File: src/rtl/ncr_pkg.sv
package ncr_pkg;
    typedef enum logic [1:0] {ST_IDLE, ST_PASS, ST_GEN} mux_state_e;
    typedef enum logic [1:0] {INS_NONE, INS_FIELD, INS_TAIL} ins_mode_e;
    localparam int          PKT_LEN    = 188;
    localparam logic [7:0]  SYNC_BYTE  = 8'h47;
    localparam logic [7:0]  STUFF_BYTE = 8'hFF;
endpackage

File: src/rtl/ncr_clock_sampler.sv
module ncr_clock_sampler #(
    parameter int CNT_W = 32
) (
    input  logic             clk,
    input  logic             rst_n,
    input  logic             tick,
    input  logic             sof,
    output logic [CNT_W-1:0] cnt_o,
    output logic [CNT_W-1:0] cap_o
);
    logic [CNT_W-1:0] cnt_q;
    logic [CNT_W-1:0] cap_q;

    always_ff @(posedge clk) begin
        if (!rst_n) begin
            cnt_q <= '0;
            cap_q <= '0;
        end else begin
            if (tick) cnt_q <= cnt_q + CNT_W'(1);
            if (sof)  cap_q <= cnt_q;
        end
    end

    assign cnt_o = cnt_q;
    assign cap_o = cap_q;
endmodule

File: src/rtl/ncr_req_timer.sv
module ncr_req_timer #(
    parameter int PER_W      = 24,
    parameter int DEF_PERIOD = 1080000
) (
    input  logic             clk,
    input  logic             rst_n,
    input  logic             tick,
    input  logic             per_wr,
    input  logic [PER_W-1:0] per_val,
    output logic             req_o
);
    logic [PER_W-1:0] period_q;
    logic [PER_W-1:0] tmr_q;
    logic [PER_W:0]   tmr_nxt;
    logic             req_q;

    always_comb tmr_nxt = {1'b0, tmr_q} + (PER_W+1)'(1);

    always_ff @(posedge clk) begin
        if (!rst_n) begin
            period_q <= PER_W'(DEF_PERIOD);
            tmr_q    <= '0;
            req_q    <= 1'b0;
        end else begin
            req_q <= 1'b0;
            if (per_wr) begin
                period_q <= per_val;
                tmr_q    <= '0;
            end else if (tick) begin
                if (tmr_nxt >= {1'b0, period_q}) begin
                    tmr_q <= '0;
                    req_q <= 1'b1;
                end else begin
                    tmr_q <= tmr_nxt[PER_W-1:0];
                end
            end
        end
    end

    assign req_o = req_q;
endmodule

File: src/rtl/ncr_stream_flags.sv
module ncr_stream_flags #(
    parameter int N = 2
) (
    input  logic         clk,
    input  logic         rst_n,
    input  logic         req,
    input  logic [N-1:0] clr,
    input  logic [N-1:0] defer_set,
    output logic [N-1:0] pend_o,
    output logic [N-1:0] defer_o
);
    logic [N-1:0] pend_q;
    logic [N-1:0] defer_q;

    for (genvar g = 0; g < N; g++) begin : g_stream
        always_ff @(posedge clk) begin
            if (!rst_n) begin
                pend_q[g]  <= 1'b0;
                defer_q[g] <= 1'b0;
            end else begin
                if (req)         pend_q[g] <= 1'b1;
                else if (clr[g]) pend_q[g] <= 1'b0;
                if (clr[g])            defer_q[g] <= 1'b0;
                else if (defer_set[g]) defer_q[g] <= 1'b1;
            end
        end
    end

    assign pend_o  = pend_q;
    assign defer_o = defer_q;
endmodule

File: src/rtl/ncr_pkt_mux.sv
module ncr_pkt_mux
    import ncr_pkg::*;
#(
    parameter int N         = 2,
    parameter int SID_W     = 1,
    parameter int NCR_W     = 32,
    parameter int FIELD_OFS = 6
) (
    input  logic             clk,
    input  logic             rst_n,
    input  logic [NCR_W-1:0] cap,
    input  logic [N-1:0]     pend,
    input  logic [N-1:0]     defer,
    input  logic [N-1:0]     queued,
    input  logic             in_valid,
    input  logic             in_sop,
    input  logic [SID_W-1:0] in_stream,
    input  logic             in_room,
    input  logic [7:0]       in_data,
    output logic             in_ready,
    output logic [N-1:0]     clr,
    output logic [N-1:0]     defer_set,
    output logic             out_valid,
    output logic             out_sop,
    output logic             out_eop,
    output logic [SID_W-1:0] out_stream,
    output logic [7:0]       out_data,
    output mux_state_e       state_o
);
    localparam int NB       = NCR_W / 8;
    localparam int POS_W    = $clog2(PKT_LEN);
    localparam int TAIL_OFS = PKT_LEN - NB;
    localparam logic [POS_W-1:0] LAST_POS = POS_W'(PKT_LEN - 1);

    mux_state_e       state_q, state_d;
    ins_mode_e        mode_q, mode_d;
    logic [POS_W-1:0] pos_q;
    logic [NCR_W-1:0] ncr_q;
    logic [SID_W-1:0] sid_q;
    logic             gen_want;
    logic [SID_W-1:0] gen_sel;
    logic             start_pass, start_gen;
    logic             ready_c;
    logic [7:0]       pass_byte, gen_byte;

    function automatic logic [7:0] ncr_byte(input logic [NCR_W-1:0] v, input int k);
        return v[(NCR_W - 1 - 8 * k) -: 8];
    endfunction

    // lowest-numbered idle stream that still owes a timestamp
    always_comb begin
        gen_want = 1'b0;
        gen_sel  = '0;
        for (int i = N - 1; i >= 0; i--) begin
            if (pend[i] && !queued[i]) begin
                gen_want = 1'b1;
                gen_sel  = SID_W'(i);
            end
        end
    end

    // next state and per-packet decisions
    always_comb begin
        state_d    = state_q;
        mode_d     = INS_NONE;
        clr        = '0;
        defer_set  = '0;
        ready_c    = 1'b0;
        start_pass = 1'b0;
        start_gen  = 1'b0;
        unique case (state_q)
            ST_IDLE: begin
                if (gen_want) begin
                    state_d      = ST_GEN;
                    start_gen    = 1'b1;
                    clr[gen_sel] = 1'b1;
                end else begin
                    ready_c = 1'b1;
                    if (in_valid && in_sop) begin
                        state_d    = ST_PASS;
                        start_pass = 1'b1;
                        if (pend[in_stream]) begin
                            if (defer[in_stream]) begin
                                mode_d         = INS_TAIL;
                                clr[in_stream] = 1'b1;
                            end else if (in_room) begin
                                mode_d         = INS_FIELD;
                                clr[in_stream] = 1'b1;
                            end else begin
                                defer_set[in_stream] = 1'b1;
                            end
                        end
                    end
                end
            end
            ST_PASS: begin
                ready_c = 1'b1;
                if (in_valid && pos_q == LAST_POS) state_d = ST_IDLE;
            end
            ST_GEN: begin
                if (pos_q == LAST_POS) state_d = ST_IDLE;
            end
            default: state_d = ST_IDLE;
        endcase
    end

    // byte substitution
    always_comb begin
        int p;
        p         = int'(pos_q);
        pass_byte = in_data;
        if (mode_q == INS_FIELD && p >= FIELD_OFS && p < FIELD_OFS + NB)
            pass_byte = ncr_byte(ncr_q, p - FIELD_OFS);
        else if (mode_q == INS_TAIL && p >= TAIL_OFS)
            pass_byte = ncr_byte(ncr_q, p - TAIL_OFS);
        if (p == 0)
            gen_byte = SYNC_BYTE;
        else if (p >= FIELD_OFS && p < FIELD_OFS + NB)
            gen_byte = ncr_byte(ncr_q, p - FIELD_OFS);
        else
            gen_byte = STUFF_BYTE;
    end

    // state register
    always_ff @(posedge clk) begin
        if (!rst_n) state_q <= ST_IDLE;
        else        state_q <= state_d;
    end

    // packet context
    always_ff @(posedge clk) begin
        if (!rst_n) begin
            pos_q  <= '0;
            mode_q <= INS_NONE;
            ncr_q  <= '0;
            sid_q  <= '0;
        end else if (start_gen) begin
            pos_q  <= '0;
            mode_q <= INS_FIELD;
            ncr_q  <= cap;
            sid_q  <= gen_sel;
        end else if (start_pass) begin
            pos_q  <= POS_W'(1);
            mode_q <= mode_d;
            ncr_q  <= cap;
            sid_q  <= in_stream;
        end else if ((state_q == ST_PASS && in_valid) || state_q == ST_GEN) begin
            pos_q  <= pos_q + POS_W'(1);
        end
    end

    // outputs
    always_ff @(posedge clk) begin
        if (!rst_n) begin
            out_valid  <= 1'b0;
            out_sop    <= 1'b0;
            out_eop    <= 1'b0;
            out_stream <= '0;
            out_data   <= '0;
        end else begin
            out_valid <= 1'b0;
            out_sop   <= 1'b0;
            out_eop   <= 1'b0;
            unique case (state_q)
                ST_IDLE: begin
                    if (start_pass) begin
                        out_valid  <= 1'b1;
                        out_sop    <= 1'b1;
                        out_data   <= in_data;
                        out_stream <= in_stream;
                    end
                end
                ST_PASS: begin
                    if (in_valid) begin
                        out_valid  <= 1'b1;
                        out_eop    <= (pos_q == LAST_POS);
                        out_data   <= pass_byte;
                        out_stream <= sid_q;
                    end
                end
                ST_GEN: begin
                    out_valid  <= 1'b1;
                    out_sop    <= (pos_q == '0);
                    out_eop    <= (pos_q == LAST_POS);
                    out_data   <= gen_byte;
                    out_stream <= sid_q;
                end
                default: ;
            endcase
        end
    end

    assign in_ready = ready_c;
    assign state_o  = state_q;
endmodule

File: src/rtl/ncr_inserter.sv
module ncr_inserter
    import ncr_pkg::*;
#(
    parameter int NUM_STREAMS = 2,
    parameter int NCR_W       = 32,
    parameter int PER_W       = 24,
    parameter int DEF_PERIOD  = 1080000,
    parameter int FIELD_OFS   = 6,
    localparam int SID_W      = (NUM_STREAMS > 1) ? $clog2(NUM_STREAMS) : 1
) (
    input  logic                   clk,
    input  logic                   rst_n,
    input  logic                   tick_27m,
    input  logic                   sof_pulse,
    input  logic                   period_wr,
    input  logic [PER_W-1:0]       period_val,
    input  logic                   in_valid,
    input  logic                   in_sop,
    input  logic [SID_W-1:0]       in_stream,
    input  logic                   in_room,
    input  logic [7:0]             in_data,
    input  logic [NUM_STREAMS-1:0] stream_queued,
    output logic                   in_ready,
    output logic                   out_valid,
    output logic                   out_sop,
    output logic                   out_eop,
    output logic [SID_W-1:0]       out_stream,
    output logic [7:0]             out_data,
    output logic                   ncr_req,
    output logic [NUM_STREAMS-1:0] ncr_pending
);
    logic [NCR_W-1:0]       stamp_cnt;
    logic [NCR_W-1:0]       stamp_cap;
    logic [NUM_STREAMS-1:0] defer_flags;
    logic [NUM_STREAMS-1:0] flag_clr;
    logic [NUM_STREAMS-1:0] flag_defer;
    mux_state_e             fsm_state;

    ncr_clock_sampler #(.CNT_W(NCR_W)) u_sampler (
        .clk   (clk),
        .rst_n (rst_n),
        .tick  (tick_27m),
        .sof   (sof_pulse),
        .cnt_o (stamp_cnt),
        .cap_o (stamp_cap)
    );

    ncr_req_timer #(.PER_W(PER_W), .DEF_PERIOD(DEF_PERIOD)) u_timer (
        .clk     (clk),
        .rst_n   (rst_n),
        .tick    (tick_27m),
        .per_wr  (period_wr),
        .per_val (period_val),
        .req_o   (ncr_req)
    );

    ncr_stream_flags #(.N(NUM_STREAMS)) u_flags (
        .clk       (clk),
        .rst_n     (rst_n),
        .req       (ncr_req),
        .clr       (flag_clr),
        .defer_set (flag_defer),
        .pend_o    (ncr_pending),
        .defer_o   (defer_flags)
    );

    ncr_pkt_mux #(
        .N         (NUM_STREAMS),
        .SID_W     (SID_W),
        .NCR_W     (NCR_W),
        .FIELD_OFS (FIELD_OFS)
    ) u_mux (
        .clk        (clk),
        .rst_n      (rst_n),
        .cap        (stamp_cap),
        .pend       (ncr_pending),
        .defer      (defer_flags),
        .queued     (stream_queued),
        .in_valid   (in_valid),
        .in_sop     (in_sop),
        .in_stream  (in_stream),
        .in_room    (in_room),
        .in_data    (in_data),
        .in_ready   (in_ready),
        .clr        (flag_clr),
        .defer_set  (flag_defer),
        .out_valid  (out_valid),
        .out_sop    (out_sop),
        .out_eop    (out_eop),
        .out_stream (out_stream),
        .out_data   (out_data),
        .state_o    (fsm_state)
    );
endmodule

File: config.mk
export PLATFORM = sky130hd
export DESIGN_NAME = ncr_inserter
export DESIGN_NICKNAME = d
export VERILOG_FILES = /design/src/rtl/ncr_pkg.sv /design/src/rtl/ncr_clock_sampler.sv /design/src/rtl/ncr_req_timer.sv /design/src/rtl/ncr_stream_flags.sv /design/src/rtl/ncr_pkt_mux.sv /design/src/rtl/ncr_inserter.sv
export SDC_FILE = /design/constraint.sdc
export NUM_CORES = 1
export LEC_CHECK = 0
export ABC_AREA = 1
export BUFFER_PORTS_ARGS = -buffer_cell sky130_fd_sc_hd__buf_2
export CORE_MARGIN = 5
export CORE_UTILIZATION = 65
export DETAILED_ROUTE_END_ITERATION = 8
export GPL_ROUTABILITY_DRIVEN = 1
export PLACE_DENSITY = 0.94
export REMOVE_ABC_BUFFERS = 1
export SLEW_MARGIN = 0
export SYNTH_ARGS = -nofsm -noshare
export SYNTH_HDL_FRONTEND = slang
export SYNTH_SLANG_ARGS = --single-unit
File: constraint.sdc
create_clock -name clk -period 5.6 [get_ports clk]
set_input_delay 0.56 -clock clk [delete_from_list [all_inputs] [get_ports clk]]
set_output_delay 0.56 -clock clk [all_outputs]
set_load 0.005 [all_outputs]
After elaboration in Yosys (flattened, before gate mapping). Index checks and enable logic that the tools add are counted.

Register bits after elaboration: 174. Output and inout bits: 16.

Add/subtract/negate cells: 7. Order comparisons: 8. Equality and inequality tests: 10. Shifts and indexed selects: 2. Muxes and demuxes: 70. Bitwise operators: 2. Reductions and logical operators: 30.

Operators with widths (number): 39-bit by 32-bit variable part select with 8-bit output (2); 32-bit two-way mux (2); 6-bit by 32-bit subtractor with 32-bit output (first input constant) (2); 8-bit two-way mux (6); 2-bit two-way mux (21); 32-bit by 1-bit adder with 32-bit output (second input constant) (1); 1-bit two-way mux (31); 24-bit by 1-bit adder with 25-bit output (second input constant) (1); 25-bit by 24-bit greater-or-equal comparator with 1-bit output (1); 24-bit two-way mux (1); 8-bit case mux with 3 select lines (1); 8-bit logical NOT (2); 1-bit logical AND (11); 8-bit by 3-bit subtractor with 9-bit output (second input constant) (1); 8-bit by 8-bit subtractor with 9-bit output (second input constant) (1); 8-bit by 1-bit adder with 8-bit output (second input constant) (1); 8-bit equality test (second input constant) (1); 8-bit by 3-bit greater-or-equal comparator with 1-bit output (second input constant) (1); 8-bit greater-or-equal comparator (second input constant) (1); 8-bit by 4-bit less-than comparator with 1-bit output (second input constant) (1); 2-bit nonzero test (4); 2-bit OR reduction (4); 1-bit case mux with 2 select lines (3); 1-bit case mux with 3 select lines (2); 16 further kinds (27).

Longest topological paths before layout.
Word-level depth: 12. Depth in mapped cells: 22. Mapped depth without buffers: 21.

Modules after synthesis. Synthesis repeated with hierarchy kept, for this count alone.

Cells, all modules: 1435. Area, all modules: 9879.5 µm².

By module, submodules not included: ncr_pkt_mux (instances 1, cells an instance 567, area each 3669.8 µm²); ncr_req_timer (instances 1, cells an instance 455, area each 3265.6 µm²); ncr_clock_sampler (instances 1, cells an instance 396, area each 2812.7 µm²); ncr_stream_flags (instances 1, cells an instance 17, area each 131.4 µm²).

Worst setup path before layout. OpenSTA, ideal clock, no wires.

Path type: register -> register. From: register u_timer.tmr_q[0]. To: register u_timer.tmr_q[4]. Data arrival time: 2.568 ns. Required time: 5.481 ns. Path slack: 2.913 ns. Stages on the path, launching flop included: 19. Buffers on the path: 1. Path through: dfxtp_1 ha_1 nand3_2 inv_2 nand2_2 nor2_2 nand4_1 and2_2 ha_1 nand2_1 nor2_1 nand2_1 nor3_1 nand3_2 nand4_1 nand2_1 nand2_2 buf_6 nor2_2.

Cells in the longest elaborated chain, start to end: 3.

RTL lines: start, declared (line ncr_req_timer.sv:13) `logic [PER_W-1:0] tmr_q;`; start signal, assigned (line ncr_req_timer.sv:34) `tmr_q <= tmr_nxt[PER_W-1:0];`; 24-bit by 1-bit adder with 25-bit output (*) (line ncr_req_timer.sv:17) `always_comb tmr_nxt = {1'b0, tmr_q} + (PER_W+1)'(1);`; 25-bit by 24-bit greater-or-equal comparator with 1-bit output (line ncr_req_timer.sv:30) `if (tmr_nxt >= {1'b0, period_q}) begin`; 24-bit two-way mux (*) (line ncr_req_timer.sv:30).

Mark *: on every way between the ends. The rest lies on a longest branch, timed or not. A chain may end at the register's enable or synchronous reset.

Final worst setup path.
From: register u_timer.tmr_q[0]. To: register u_timer.tmr_q[13].

The elaborated chain is that of the path after synthesis.

==> results by group <==
Status
  – Status: completed

Timing
  – Period utilization: 0.614
  – Relative slew slack: 0.191
  – Fmax: 0.291 GHz
  – RSZ-0062 raised after global routing: no
  – Slew @ Worst Pin: 1210 ps
  – Final Skew: 11.8 ps
  – Slew Viols, Final: 0
  – Setup TNS Final: 0 ps
  – Final setup fails: 0
  – Final hold vios: 0
  – Tmin final: 3440 ps

Worst setup path
  – Worst Path Required: 5890 ps
  – Critical Path AT: 3720 ps
  – Setup crit end kind: register
  – CP Class: reg -> reg
  – Reg2Reg Depth: 17
  – Crit path launch type: register
  – Worst-path maximum fanout: 21

Yosys
  – Synth warn: 0
  – Area leader, netlist: dfxtp_1
  – Syn Std Cell Area: 9290 um^2
  – Synth cell types: 44
  – Synth top area share: 0.375
  – Yosys reg bits: 174
  – Syn_area_per_cell: 6.75 um^2
  – Synth area leaders: dfxtp_1, nand2_1, nor2_1, o21ai_0, inv_1
  – Mapped Cells: 1376
  – Seq/Total Area, Yosys: 0.375

Place
  – Port Buffers: 58
  – Post-DP HPWL: 16.6 mm
  – Placed Area: 9600 um^2
  – Routability cong.: 0.914

Global routing
  – Grt total ovfl: 0
  – Largest net degree at the start of global routing: 94
  – Initial antenna violation count: 0
  – Global-route wire length before repair: 39.3 mm
  – Vias in the first global route: 8515
  – GRT Util Overall: 0.287

Clock tree
  – Total setup buffers inserted after CTS: 0
  – Clock buffer depth: 2
  – CTS buffer count: 17
  – Clock Tree Root: clkbuf_16
  – Reg clk slew, reported paths: 60 ps
  – CTS Hold Bufs: 0
  – Worst skew pair latency: 430 ps
  – H-tree levels: 4
  – Post-CTS resize count: 0
  – CTS tree: yes
  – Clk sinks: 174

Floorplanning
  – Die Y: 130 um
  – Die ar.: 16800 um^2
  – Die width: 130 um
  – Site row count: 43
  – I/O pin count: 59
  – Starting density of the core: 0.667
  – Core ar.: 13900 um^2

Final layout
  – Ant diodes: 0
  – Most frequent cells in the layout: nand2_1, nor2_1, dfxtp_1, inv_1, o21ai_0
  – Layout cells sized above 1: 0.0946
  – Area growth, synth to finish: 9.54%
  – Fill cells: 1087
  – Cell area after layout: 10200 um^2
  – Register area: 3480 um^2
  – Nets: 1490
  – Area of the multi-input gates: 4950 um^2
  – Commonest non-fill, non-tap cell in the layout: nand2_1

Drt
  – Post-route ant nets: 0
  – Via Count: 9153
  – WL met3: 1.78 mm
  – Final wirelength: 23.4 mm
  – Met2 wire length: 11.0 mm
  – Remaining DRCs: 0
  – Post-DR wirelength/cell: 14.7 um
  – M1 WL: 10.0 mm
  – Drt pass-1 iters: 5
  – Iteration-0 DRC count of the detailed router: 1045
  – Vias per cell: 5.73
  – Highest metal used: met4

Worst hold path
  – Worst hold stages: 3
  – Tightest Hold Check Type: in -> reg

Flow run
  – Max cap viols: 0

Power and ir drop
  – Max IR drop VDD: 248 uV
  – Leakage: 4.54 nW
  – Power per Cell Area: 320 nW/um^2
==> Yosys cell counts <==
| library cell | instances |
|---|---|
| buf_2 | 9 |
| nand3b_1 | 3 |
| o21bai_1 | 1 |
| buf_1 | 3 |
| ha_1 | 42 |
| nor2_4 | 2 |
| inv_2 | 3 |
| a21boi_0 | 1 |
| a21o_1 | 2 |
| nor4_4 | 1 |
| o21ai_0 | 135 |
| and2_1 | 2 |
| clkinv_1 | 2 |
| dfxtp_1 | 174 |
| nand2_1 | 291 |
| xnor2_1 | 1 |
| nor2_1 | 190 |
| nand4_2 | 1 |
| mux2i_1 | 4 |
| a21oi_1 | 111 |
| and2_2 | 1 |
| a211oi_1 | 4 |
| nand3_1 | 70 |
| nor3_1 | 25 |
| nor2_2 | 23 |
| inv_1 | 164 |
| nor3_4 | 1 |
| a31oi_1 | 2 |
| nand4_1 | 18 |
| buf_4 | 1 |
| clkbuf_1 | 34 |
| buf_6 | 2 |
| nand3_2 | 4 |
| o21a_1 | 2 |
| o2111ai_1 | 1 |
| nor3_2 | 3 |
| o21ai_1 | 2 |
| nor4_1 | 6 |
| xor2_1 | 26 |
| nand2_2 | 5 |
| or2_2 | 1 |
| clkbuf_2 | 1 |
| a41oi_1 | 1 |
| nor3b_1 | 1 |
==> path summary, 6_finish.rpt <==
check / from / end / slack [ps]
min: period_val[20] / u_timer.period_q[20] / 350
max reg2reg: u_timer.tmr_q[0] / u_timer.tmr_q[13] / 2160
min reg2reg: u_flags.defer_o[1] / u_flags.defer_o[1] / 460
max: u_timer.tmr_q[0] / u_timer.tmr_q[13] / 2160
==> critical path, stage by stage (launching register included) <==
cell	delay, ps
dfxtp_1	470
ha_1	260
nand3_2	160
inv_2	100
nand2_2	80
nor2_2	210
nand4_1	110
and2_2	210
ha_1	290
nand2_1	80
nor2_1	100
nand2_1	90
nor3_1	200
nand3_2	150
nand4_1	110
nand2_1	80
nand2_2	530
nor2_1	70
==> registers in the layout, summed over array words and instances (netlist names) <==
name              flops
u_sampler.cnt_o      32
u_timer.req_o         1
u_timer.tmr_q        24
u_mux.sid_q           1
u_flags.pend_o        2
u_mux.pos_q           8
u_mux.mode_q          2
u_timer.period_q     24
u_mux.ncr_q          32
u_mux.out_sop         1
u_mux.out_valid       1
u_mux.out_stream      1
u_sampler.cap_o      32
u_mux.state_o         2
u_mux.out_eop         1
u_flags.defer_o       2
u_mux.out_data        8
==> area by class of cell <==
type                            count  area share
Sequential cell                   174       0.342
Timing Repair Buffer               60      0.0300
Clock inverter                     10      0.0112
Multi-Input combinational cell    983       0.487
Inverter                          169      0.0623
Clock buffer                       21      0.0452
Tap cell                          180      0.0221
==> metrics by stage <==
step                power (mW)  hold WS [ps]  std cells  setup slack (ps)  utilization
global placement          2.07           443       1566              2410        0.689
CTS                       3.25           338       1597              2190        0.730
finish                    3.26           346       1597              2160        0.730
detailed placement        2.10           443       1566              2220        0.689
global route              3.43           355       1597              1930        0.730
floorplan                 1.88           428       1326              2730            -
==> power by group <==
part	internal [mW]	switching (mW)
Sequential	1.34	0.0729
Combinational	0.222	0.459
Clock	0.677	0.486
Total	2.24	1.02
==> metal layers <==
metal  track usage  vias to the layer above
li1              -                     4481
met1         0.374                     4177
met2         0.471                      434
met3        0.0548                       61
met4         0.112                        0
met5             0                        -
==> cell families (layout without fill, tap and decap cells) <==
group                    Yosys count  after routing  synth area share
AND/OR/NAND/NOR                  648            648             0.302
AO/OA/AOI/OAI                    262            262             0.145
adder cells (fa/ha/maj)           42             42            0.0566
buffers and inverters            219            260            0.0919
flip-flops                       174            174             0.375
multiplexers                       4              4           0.00431
XOR/XNOR                          27             27            0.0255
(Power assumes the default switching activity.)
